==> src/rtl/mbd_pkg.sv <==
`timescale 1ns/1ps
// Package: shared constants, option-register layout and sequencer states.
// Assumes a 32-bit register word and a 17-bit upper-address compare field.
package mbd_pkg;

    localparam int REG_W      = 32;
    localparam int MASK_W     = 17;
    localparam int MASK_LSB   = 15;
    localparam int HOLD_CNT_W = 4;

    typedef struct packed {
        logic [MASK_W-1:0] mask;
        logic              bctl_dis;
        logic              burst_inh;
        logic [1:0]        hold;
    } bank_opt_t;

    typedef enum logic [1:0] {
        ST_IDLE,
        ST_BEAT,
        ST_GAP,
        ST_HOLD
    } seq_state_t;

    // Map the 2-bit hold code to its idle-cycle count.
    function automatic logic [HOLD_CNT_W-1:0] hold_cycles(input logic [1:0] code);
        case (code)
            2'b00:   return HOLD_CNT_W'(0);
            2'b01:   return HOLD_CNT_W'(1);
            2'b10:   return HOLD_CNT_W'(4);
            default: return HOLD_CNT_W'(8);
        endcase
    endfunction

endpackage

==> src/rtl/mbd_regs.sv <==
`timescale 1ns/1ps
// Bank register file: one base and one option register per bank.
// Even offsets hold bases and odd offsets hold options. Reserved bits are
// dropped on write and read as zero. Reads are combinational.
module mbd_regs
    import mbd_pkg::*;
#(
    parameter int NUM_BANKS = 12,
    parameter int BANK_W    = 4,
    parameter int CFG_AW    = 5
) (
    input  logic                               clk,
    input  logic                               rst_n,
    input  logic                               cfg_wr,
    input  logic [CFG_AW-1:0]                  cfg_addr,
    input  logic [REG_W-1:0]                   cfg_wdata,
    output logic [REG_W-1:0]                   cfg_rdata,
    output logic [NUM_BANKS-1:0][MASK_W-1:0]   bases,
    output bank_opt_t [NUM_BANKS-1:0]          opts
);

    logic [BANK_W-1:0] rd_idx;
    logic              unused_resv;

    assign unused_resv = ^{cfg_wdata[14:13], cfg_wdata[11:9], cfg_wdata[7:3], cfg_wdata[0]};
    assign rd_idx      = cfg_addr[CFG_AW-1:1];

    // Store base and option fields for the bank addressed by a write.
    always_ff @(posedge clk) begin
        if (!rst_n) begin
            bases <= '0;
            opts  <= '0;
        end else if (cfg_wr) begin
            for (int n = 0; n < NUM_BANKS; n++) begin
                if (cfg_addr == CFG_AW'(2*n)) begin
                    bases[n] <= cfg_wdata[REG_W-1:MASK_LSB];
                end
                if (cfg_addr == CFG_AW'(2*n+1)) begin
                    opts[n].mask      <= cfg_wdata[REG_W-1:MASK_LSB];
                    opts[n].bctl_dis  <= cfg_wdata[12];
                    opts[n].burst_inh <= cfg_wdata[8];
                    opts[n].hold      <= cfg_wdata[2:1];
                end
            end
        end
    end

    // Return the addressed register with reserved positions as zero.
    always_comb begin
        cfg_rdata = '0;
        if (int'(rd_idx) < NUM_BANKS) begin
            if (cfg_addr[0]) begin
                cfg_rdata = {opts[rd_idx].mask, 2'b00, opts[rd_idx].bctl_dis, 3'b000,
                             opts[rd_idx].burst_inh, 5'b00000, opts[rd_idx].hold, 1'b0};
            end else begin
                cfg_rdata = {bases[rd_idx], {MASK_LSB{1'b0}}};
            end
        end
    end

endmodule

==> src/rtl/mbd_match.sv <==
`timescale 1ns/1ps
// Address matcher: masked compare of the upper address bits against every
// bank base, followed by a lowest-index-wins priority pick. Purely combinational.
module mbd_match
    import mbd_pkg::*;
#(
    parameter int NUM_BANKS = 12,
    parameter int BANK_W    = 4
) (
    input  logic [MASK_W-1:0]                  addr_hi,
    input  logic [NUM_BANKS-1:0][MASK_W-1:0]   bases,
    input  bank_opt_t [NUM_BANKS-1:0]          opts,
    output logic                               hit,
    output logic [BANK_W-1:0]                  hit_idx
);

    logic [NUM_BANKS-1:0] hit_vec;

    for (genvar g = 0; g < NUM_BANKS; g++) begin : g_cmp
        assign hit_vec[g] = ((addr_hi ^ bases[g]) & opts[g].mask) == '0;
    end

    // Pick the lowest-numbered matching bank.
    always_comb begin
        hit_idx = '0;
        for (int n = NUM_BANKS - 1; n >= 0; n--) begin
            if (hit_vec[n]) hit_idx = BANK_W'(n);
        end
    end

    assign hit = |hit_vec;

endmodule

==> src/rtl/mbd_seq.sv <==
`timescale 1ns/1ps
// Access sequencer: takes one request while idle and runs its beats.
// A split burst gets a dead cycle between beats. A read is followed by its
// hold window. The bank options are latched when the request is taken.
module mbd_seq
    import mbd_pkg::*;
#(
    parameter int NUM_BANKS   = 12,
    parameter int BANK_W      = 4,
    parameter int ADDR_W      = 32,
    parameter int BEAT_BYTES  = 8,
    parameter int BURST_BEATS = 4
) (
    input  logic                   clk,
    input  logic                   rst_n,
    input  logic                   req_valid,
    input  logic [ADDR_W-1:0]      req_addr,
    input  logic                   req_write,
    input  logic                   req_burst,
    input  logic                   hit,
    input  logic [BANK_W-1:0]      hit_idx,
    input  logic                   hit_bctl_dis,
    input  logic                   hit_burst_inh,
    input  logic [1:0]             hit_hold,
    output logic                   req_ready,
    output logic [NUM_BANKS-1:0]   cs,
    output logic                   buf_en,
    output logic [ADDR_W-1:0]      beat_addr,
    output logic                   beat_last,
    output logic                   unmapped
);

    localparam int BEAT_CNT_W = (BURST_BEATS > 1) ? $clog2(BURST_BEATS) : 1;

    seq_state_t              state_q;
    logic [BANK_W-1:0]       bank_q;
    logic [ADDR_W-1:0]       addr_q;
    logic                    wr_q;
    logic                    inh_q;
    logic                    bctl_q;
    logic [BEAT_CNT_W-1:0]   left_q;
    logic [HOLD_CNT_W-1:0]   cnt_q;
    logic                    unm_q;

    // Advance the access state machine and latch request details on acceptance.
    always_ff @(posedge clk) begin
        if (!rst_n) begin
            state_q <= ST_IDLE;
            bank_q  <= '0;
            addr_q  <= '0;
            wr_q    <= 1'b0;
            inh_q   <= 1'b0;
            bctl_q  <= 1'b0;
            left_q  <= '0;
            cnt_q   <= '0;
            unm_q   <= 1'b0;
        end else begin
            unm_q <= 1'b0;
            case (state_q)
                ST_IDLE: begin
                    if (req_valid) begin
                        if (hit) begin
                            bank_q  <= hit_idx;
                            addr_q  <= req_addr;
                            wr_q    <= req_write;
                            inh_q   <= hit_burst_inh;
                            bctl_q  <= hit_bctl_dis;
                            left_q  <= req_burst ? BEAT_CNT_W'(BURST_BEATS - 1) : '0;
                            cnt_q   <= hold_cycles(hit_hold);
                            state_q <= ST_BEAT;
                        end else begin
                            unm_q <= 1'b1;
                        end
                    end
                end
                ST_BEAT: begin
                    if (left_q == '0) begin
                        if (!wr_q && cnt_q != '0) state_q <= ST_HOLD;
                        else                      state_q <= ST_IDLE;
                    end else begin
                        left_q  <= left_q - 1'b1;
                        addr_q  <= addr_q + ADDR_W'(BEAT_BYTES);
                        state_q <= inh_q ? ST_GAP : ST_BEAT;
                    end
                end
                ST_GAP: begin
                    state_q <= ST_BEAT;
                end
                ST_HOLD: begin
                    cnt_q <= cnt_q - 1'b1;
                    if (cnt_q == HOLD_CNT_W'(1)) state_q <= ST_IDLE;
                end
                default: state_q <= ST_IDLE;
            endcase
        end
    end

    // Decode the bank select from the latched bank index during beat cycles.
    always_comb begin
        cs = '0;
        if (state_q == ST_BEAT) cs[bank_q] = 1'b1;
    end

    assign req_ready = (state_q == ST_IDLE);
    assign buf_en    = (state_q == ST_BEAT) && !bctl_q;
    assign beat_addr = addr_q;
    assign beat_last = (state_q == ST_BEAT) && (left_q == '0);
    assign unmapped  = unm_q;

endmodule

==> src/rtl/membank_decoder.sv <==
`timescale 1ns/1ps
// Top of the masked bank decoder: register file, address matcher and
// access sequencer. Assumes ADDR_W >= 17 so the compare field is the upper
// 17 address bits.
module membank_decoder
    import mbd_pkg::*;
#(
    parameter int NUM_BANKS   = 12,
    parameter int ADDR_W      = 32,
    parameter int BEAT_BYTES  = 8,
    parameter int BURST_BEATS = 4,
    localparam int BANK_W     = $clog2(NUM_BANKS),
    localparam int CFG_AW     = BANK_W + 1
) (
    input  logic                   clk,
    input  logic                   rst_n,
    input  logic                   cfg_wr,
    input  logic [CFG_AW-1:0]      cfg_addr,
    input  logic [REG_W-1:0]       cfg_wdata,
    output logic [REG_W-1:0]       cfg_rdata,
    input  logic                   req_valid,
    input  logic [ADDR_W-1:0]      req_addr,
    input  logic                   req_write,
    input  logic                   req_burst,
    output logic                   req_ready,
    output logic [NUM_BANKS-1:0]   cs,
    output logic                   buf_en,
    output logic [ADDR_W-1:0]      beat_addr,
    output logic                   beat_last,
    output logic                   unmapped
);

    logic [NUM_BANKS-1:0][MASK_W-1:0] bases;
    bank_opt_t [NUM_BANKS-1:0]        opts;
    logic                             hit;
    logic [BANK_W-1:0]                hit_idx;
    bank_opt_t                        hit_opt;

    mbd_regs #(
        .NUM_BANKS (NUM_BANKS),
        .BANK_W    (BANK_W),
        .CFG_AW    (CFG_AW)
    ) u_regs (
        .clk       (clk),
        .rst_n     (rst_n),
        .cfg_wr    (cfg_wr),
        .cfg_addr  (cfg_addr),
        .cfg_wdata (cfg_wdata),
        .cfg_rdata (cfg_rdata),
        .bases     (bases),
        .opts      (opts)
    );

    mbd_match #(
        .NUM_BANKS (NUM_BANKS),
        .BANK_W    (BANK_W)
    ) u_match (
        .addr_hi   (req_addr[ADDR_W-1 -: MASK_W]),
        .bases     (bases),
        .opts      (opts),
        .hit       (hit),
        .hit_idx   (hit_idx)
    );

    assign hit_opt = opts[hit_idx];

    mbd_seq #(
        .NUM_BANKS   (NUM_BANKS),
        .BANK_W      (BANK_W),
        .ADDR_W      (ADDR_W),
        .BEAT_BYTES  (BEAT_BYTES),
        .BURST_BEATS (BURST_BEATS)
    ) u_seq (
        .clk           (clk),
        .rst_n         (rst_n),
        .req_valid     (req_valid),
        .req_addr      (req_addr),
        .req_write     (req_write),
        .req_burst     (req_burst),
        .hit           (hit),
        .hit_idx       (hit_idx),
        .hit_bctl_dis  (hit_opt.bctl_dis),
        .hit_burst_inh (hit_opt.burst_inh),
        .hit_hold      (hit_opt.hold),
        .req_ready     (req_ready),
        .cs            (cs),
        .buf_en        (buf_en),
        .beat_addr     (beat_addr),
        .beat_last     (beat_last),
        .unmapped      (unmapped)
    );

endmodule

==> config.mk <==
export PLATFORM = sky130hd
export DESIGN_NAME = membank_decoder
export DESIGN_NICKNAME = d
export VERILOG_FILES = /design/src/rtl/mbd_pkg.sv /design/src/rtl/mbd_regs.sv /design/src/rtl/mbd_match.sv /design/src/rtl/mbd_seq.sv /design/src/rtl/membank_decoder.sv
export SDC_FILE = /design/constraint.sdc
export NUM_CORES = 2
export LEC_CHECK = 0
export CORE_UTILIZATION = 55
export DETAILED_ROUTE_END_ITERATION = 7
export HOLD_SLACK_MARGIN = 0.05
export PLACE_DENSITY = 0.72
export SETUP_SLACK_MARGIN = 0.2
export SLEW_MARGIN = 20
export SYNTH_ARGS = -nofsm -noshare
export SYNTH_HDL_FRONTEND = slang
export SYNTH_SLANG_ARGS = --single-unit
export TNS_END_PERCENT = 20
==> constraint.sdc <==
create_clock -name clk -period 7.7 [get_ports clk]
set_input_delay 0.77 -clock clk [delete_from_list [all_inputs] [get_ports clk]]
set_output_delay 0.77 -clock clk [all_outputs]
set_load 0.01 [all_outputs]
==> impl_results.md <==
* Worst hold path type: flip-flop to flip-flop
* CP startpoint: req_addr[20]
* CP dominant cell by count: nor3_1
* Die width at between 200 and 250 um
* Async S/R FF share, synth at 0%
* Pleak at ~11 nW
* GRT overflow at 0
* Final worst path period need at between 4 and 5 ns
* Final hold viol count at 0
* Post-synth EDFFs at 0
* CP Cell Sequence: clkdlybuf4s50_1 -> xor2_1 -> a22oi_1 -> nand4_1 -> nor3_1 -> nor3_1 -> nor3_2 -> nand2_8 -> mux2i_1 -> mux4_2 -> mux2_2 -> a21oi_2
* Via Count at approximately 24000
* Area contributors post-synth: dfxtp_1 37%, nand2_1 14%, a21boi_0 13%, mux4_2 11%, xor2_1 6.6%
* Crit path launch type: input port
* Worst Setup EP: u_seq.bctl_q
* Total of max-cap violations at 0
* Run status: finished, final reports clean
* Syn Inst Count at ~3200
* Fill count at 4198
* Slew Limit Fails at 0
* Area leader, netlist: dfxtp_1
* CP Max Fanout at 18
* First-pass GRT wire length at approximately 130000 um
* Cts repair resizes at 0
* Pint at 4.45 mW
* Post-synthesis compound-gate area fraction at around a fifth
* Xor and xnor area share after synthesis at under 10%
* Clk_lat worst skew at 0.63 ns
* TritonCTS Sinks at about 500
* Num CTS Buffers at 55
* WL/cell at around 23 um
* Die Area at around 50000 um^2
* Most common cell in the netlist: nand2_1
* Core Footprint at between 40000 and 50000 um^2
* Synthesis-to-finish area growth at 11.4%
* CP max stage cell: clkdlybuf4s50_1
* I/O pin total at 155
* Setup Skew at approximately 0.029 ns
* Reg2Reg Setup Slack at 3.69 ns
* Syn Area/Cell at roughly 8.6 um^2
* PD cells at 198 nW/um^2
* Crit path DAT at roughly 5.5 ns
* Register clock-pin slew on the reported worst setup and hold paths at 0.06 ns
* Proportion of synthesized area in mux cells at roughly an eighth
* Worst IR Drop VDD at 0.189 mV
* Starting Density at a little under three fifths
* CP Capture Type: flip-flop
* Clock Root Buffer: clkbuf_16
* Crit Reg-Reg Endpoint: u_seq.bctl_q
* DRC at 0
* Largest net degree at the start of global routing at 177
* Switching Share at 26.1%
* # Post-CTS Setup Buffers at 0
* Via-per-instance ratio at slightly above 6
* FF-to-FF Start: u_regs.bases[54]
* WP data required at roughly 8 ns
* Crit-path max cell delay at 1.00 ns
* Cell area after synthesis at ~27000 um^2
* Fraction of layout cells with a size suffix above 1 at around a tenth
* DR pass1 iterations at 6
* Power Total at about 6 mW
* Setup violations, final at 0
* Initial antenna violation count at 2
* Final nets at about 3200
* Clock share of power at between 40% and 50%
* Clock Tree Buf Depth at 3
* Sequential share of power at about 45%
* Slew @ Worst Pin at 1.24 ns
* Gr usage total at 34.8%
* Ys Warns at 0
* Post-Synth Adder-Cell Area at less than 1%
* Port Buffers at 132
* Part of the Yosys area used for sequential elements at 37.1%
* Routability Congestion at a little over 0.9
* Num rows at between 80 and 90
* Top FF cell, synth: dfxtp_1
* Area share of and/or/nand/nor cells after synthesis at 18.8%
* Hpwl dp at around 60000 um
* F_max at 202 MHz
* Die H at around 220 um
* Vias in the first global route at 23000
* Comb pwr share at between 10% and 20%
* Yosys top cell area share at between 30% and 40%
* Final ANT Viol Nets at 0
* Sw power at 1.57 mW
* Fin crit share at between 60 and 70%
* Rel. slew slack at approximately 17%
* CTS HTree Levels at 2
* WL final at between 80000 and 90000 um
* CTS tree: yes
* Register bit count reported by yosys at ~500
* Largest family of logic cells by synthesized area: compound AO/OA/AOI/OAI gates
* Sum of negative setup slack at 0 ns
* First DRT Iteration DRCs at roughly 2900
* Hold Buf Count CTS at 0
* Post-synth top cells: 989 x nand2_1, 504 x dfxtp_1, 459 x a21boi_0
* Synth cell types at 77
* Crit Path Class: input port to flip-flop
* RSZ-0062 raised after global routing: no
* Worst r2r path cells at 11
==> flip-flops by register name, indices dropped and copies added (netlist names) <==
| register | flops |
|---|---|
| u_regs.bases | 204 |
| u_regs.opts | 252 |
| u_seq.bank_q | 4 |
| u_seq.bctl_q | 1 |
| u_seq.beat_addr | 32 |
| u_seq.cnt_q | 4 |
| u_seq.inh_q | 1 |
| u_seq.left_q | 2 |
| u_seq.state_q | 2 |
| u_seq.unmapped | 1 |
| u_seq.wr_q | 1 |
==> critical path, delay by kind of cell <==
family          cells  cell delay [ns]
simple gates        5             2.00
buf+inv             1             1.00
mux                 3             0.96
xor+xnor            1             0.36
compound gates      2             0.36
==> metrics by stage <==
step	std cells	setup slack [ns]	util, %	hold slack [ns]	area (um^2)
after CTS	3840	2.94	62.1	0.482	30400
after global routing	3841	2.67	62.1	0.501	30300
after global placement	3737	2.38	58.4	0.463	28500
final	3841	2.74	62.1	0.482	30300
after floorplan	3188	3.75	-	0.449	27300
after detailed placement	3738	2.33	58.4	0.474	28500
==> cells by family after synthesis <==
family / after synthesis
flops: 504
other cells: 1
xor+xnor: 206
mux: 182
compound gates: 713
buf+inv: 319
fa+ha+maj: 5
simple gates: 1248
==> routing by layer <==
| metal | wire (um) | global-route usage [%] | vias up |
|---|---|---|---|
| met4 | 4260 | 17.2 | 0 |
| met1 | 35000 | 45.4 | 11500 |
| met3 | 8900 | 5.96 | 270 |
| met5 | 0 | 0 | - |
| met2 | 40900 | 55.7 | 1328 |
| li1 | - | - | 10800 |
==> cell usage in the layout, fill, tap and decap left out, types with 11 or more instances in the layout <==
cell type / instances
clkbuf_16: 55
a21oi_1: 27
o21ai_0: 39
nand3_1: 33
conb_1: 11
xor2_1: 205
a22oi_1: 105
clkdlybuf4s50_1: 120
inv_1: 32
clkbuf_1: 13
dfxtp_1: 504
mux2i_1: 42
nand4_1: 12
and2_1: 22
nor2b_1: 12
a21boi_0: 459
mux4_2: 133
buf_4: 42
nand2_1: 989
nor2_1: 79
clkinv_2: 12
o22ai_1: 24
and3_1: 12
nor3_1: 23
clkbuf_8: 13
==> final cells by class <==
class / count / area, um^2 / share of cell area [%]
multi-input combinational: 2365 / 15900 / 52.3
timing repair buffer: 173 / 1600 / 5.27
clock buffer: 81 / 1600 / 5.29
inverter: 32 / 120 / 0.396
antenna: 1 / 2.50 / 0.00825
clock inverter: 21 / 213 / 0.701
sequential: 504 / 10100 / 33.3
tap: 664 / 831 / 2.74
==> worst min path at each step <==
stage | startpoint | end | slack [ns] | depth (start not counted)
final | u_regs.opts[234] | u_regs.opts[234] | 0.48 | 2
after detailed placement | u_regs.opts[234] | u_regs.opts[234] | 0.47 | 2
after global placement | u_regs.opts[192] | u_regs.opts[192] | 0.46 | 2
after global routing | u_regs.opts[90] | u_regs.opts[90] | 0.50 | 2
after CTS | u_regs.opts[234] | u_regs.opts[234] | 0.48 | 2
after floorplan | u_regs.opts[147] | u_regs.opts[147] | 0.45 | 2
==> power by group through the flow <==
stage               combinational [mW]  sequential, mW  clock, mW
finish                           0.643            2.70       2.67
global placement                 0.619            2.75          0
detailed placement               0.632            2.75          0
global route                     0.682            2.70       2.78
CTS                              0.635            2.70       2.68
floorplan                        0.420            2.75          0
Note: power is estimated with default switching activity, not from simulation.
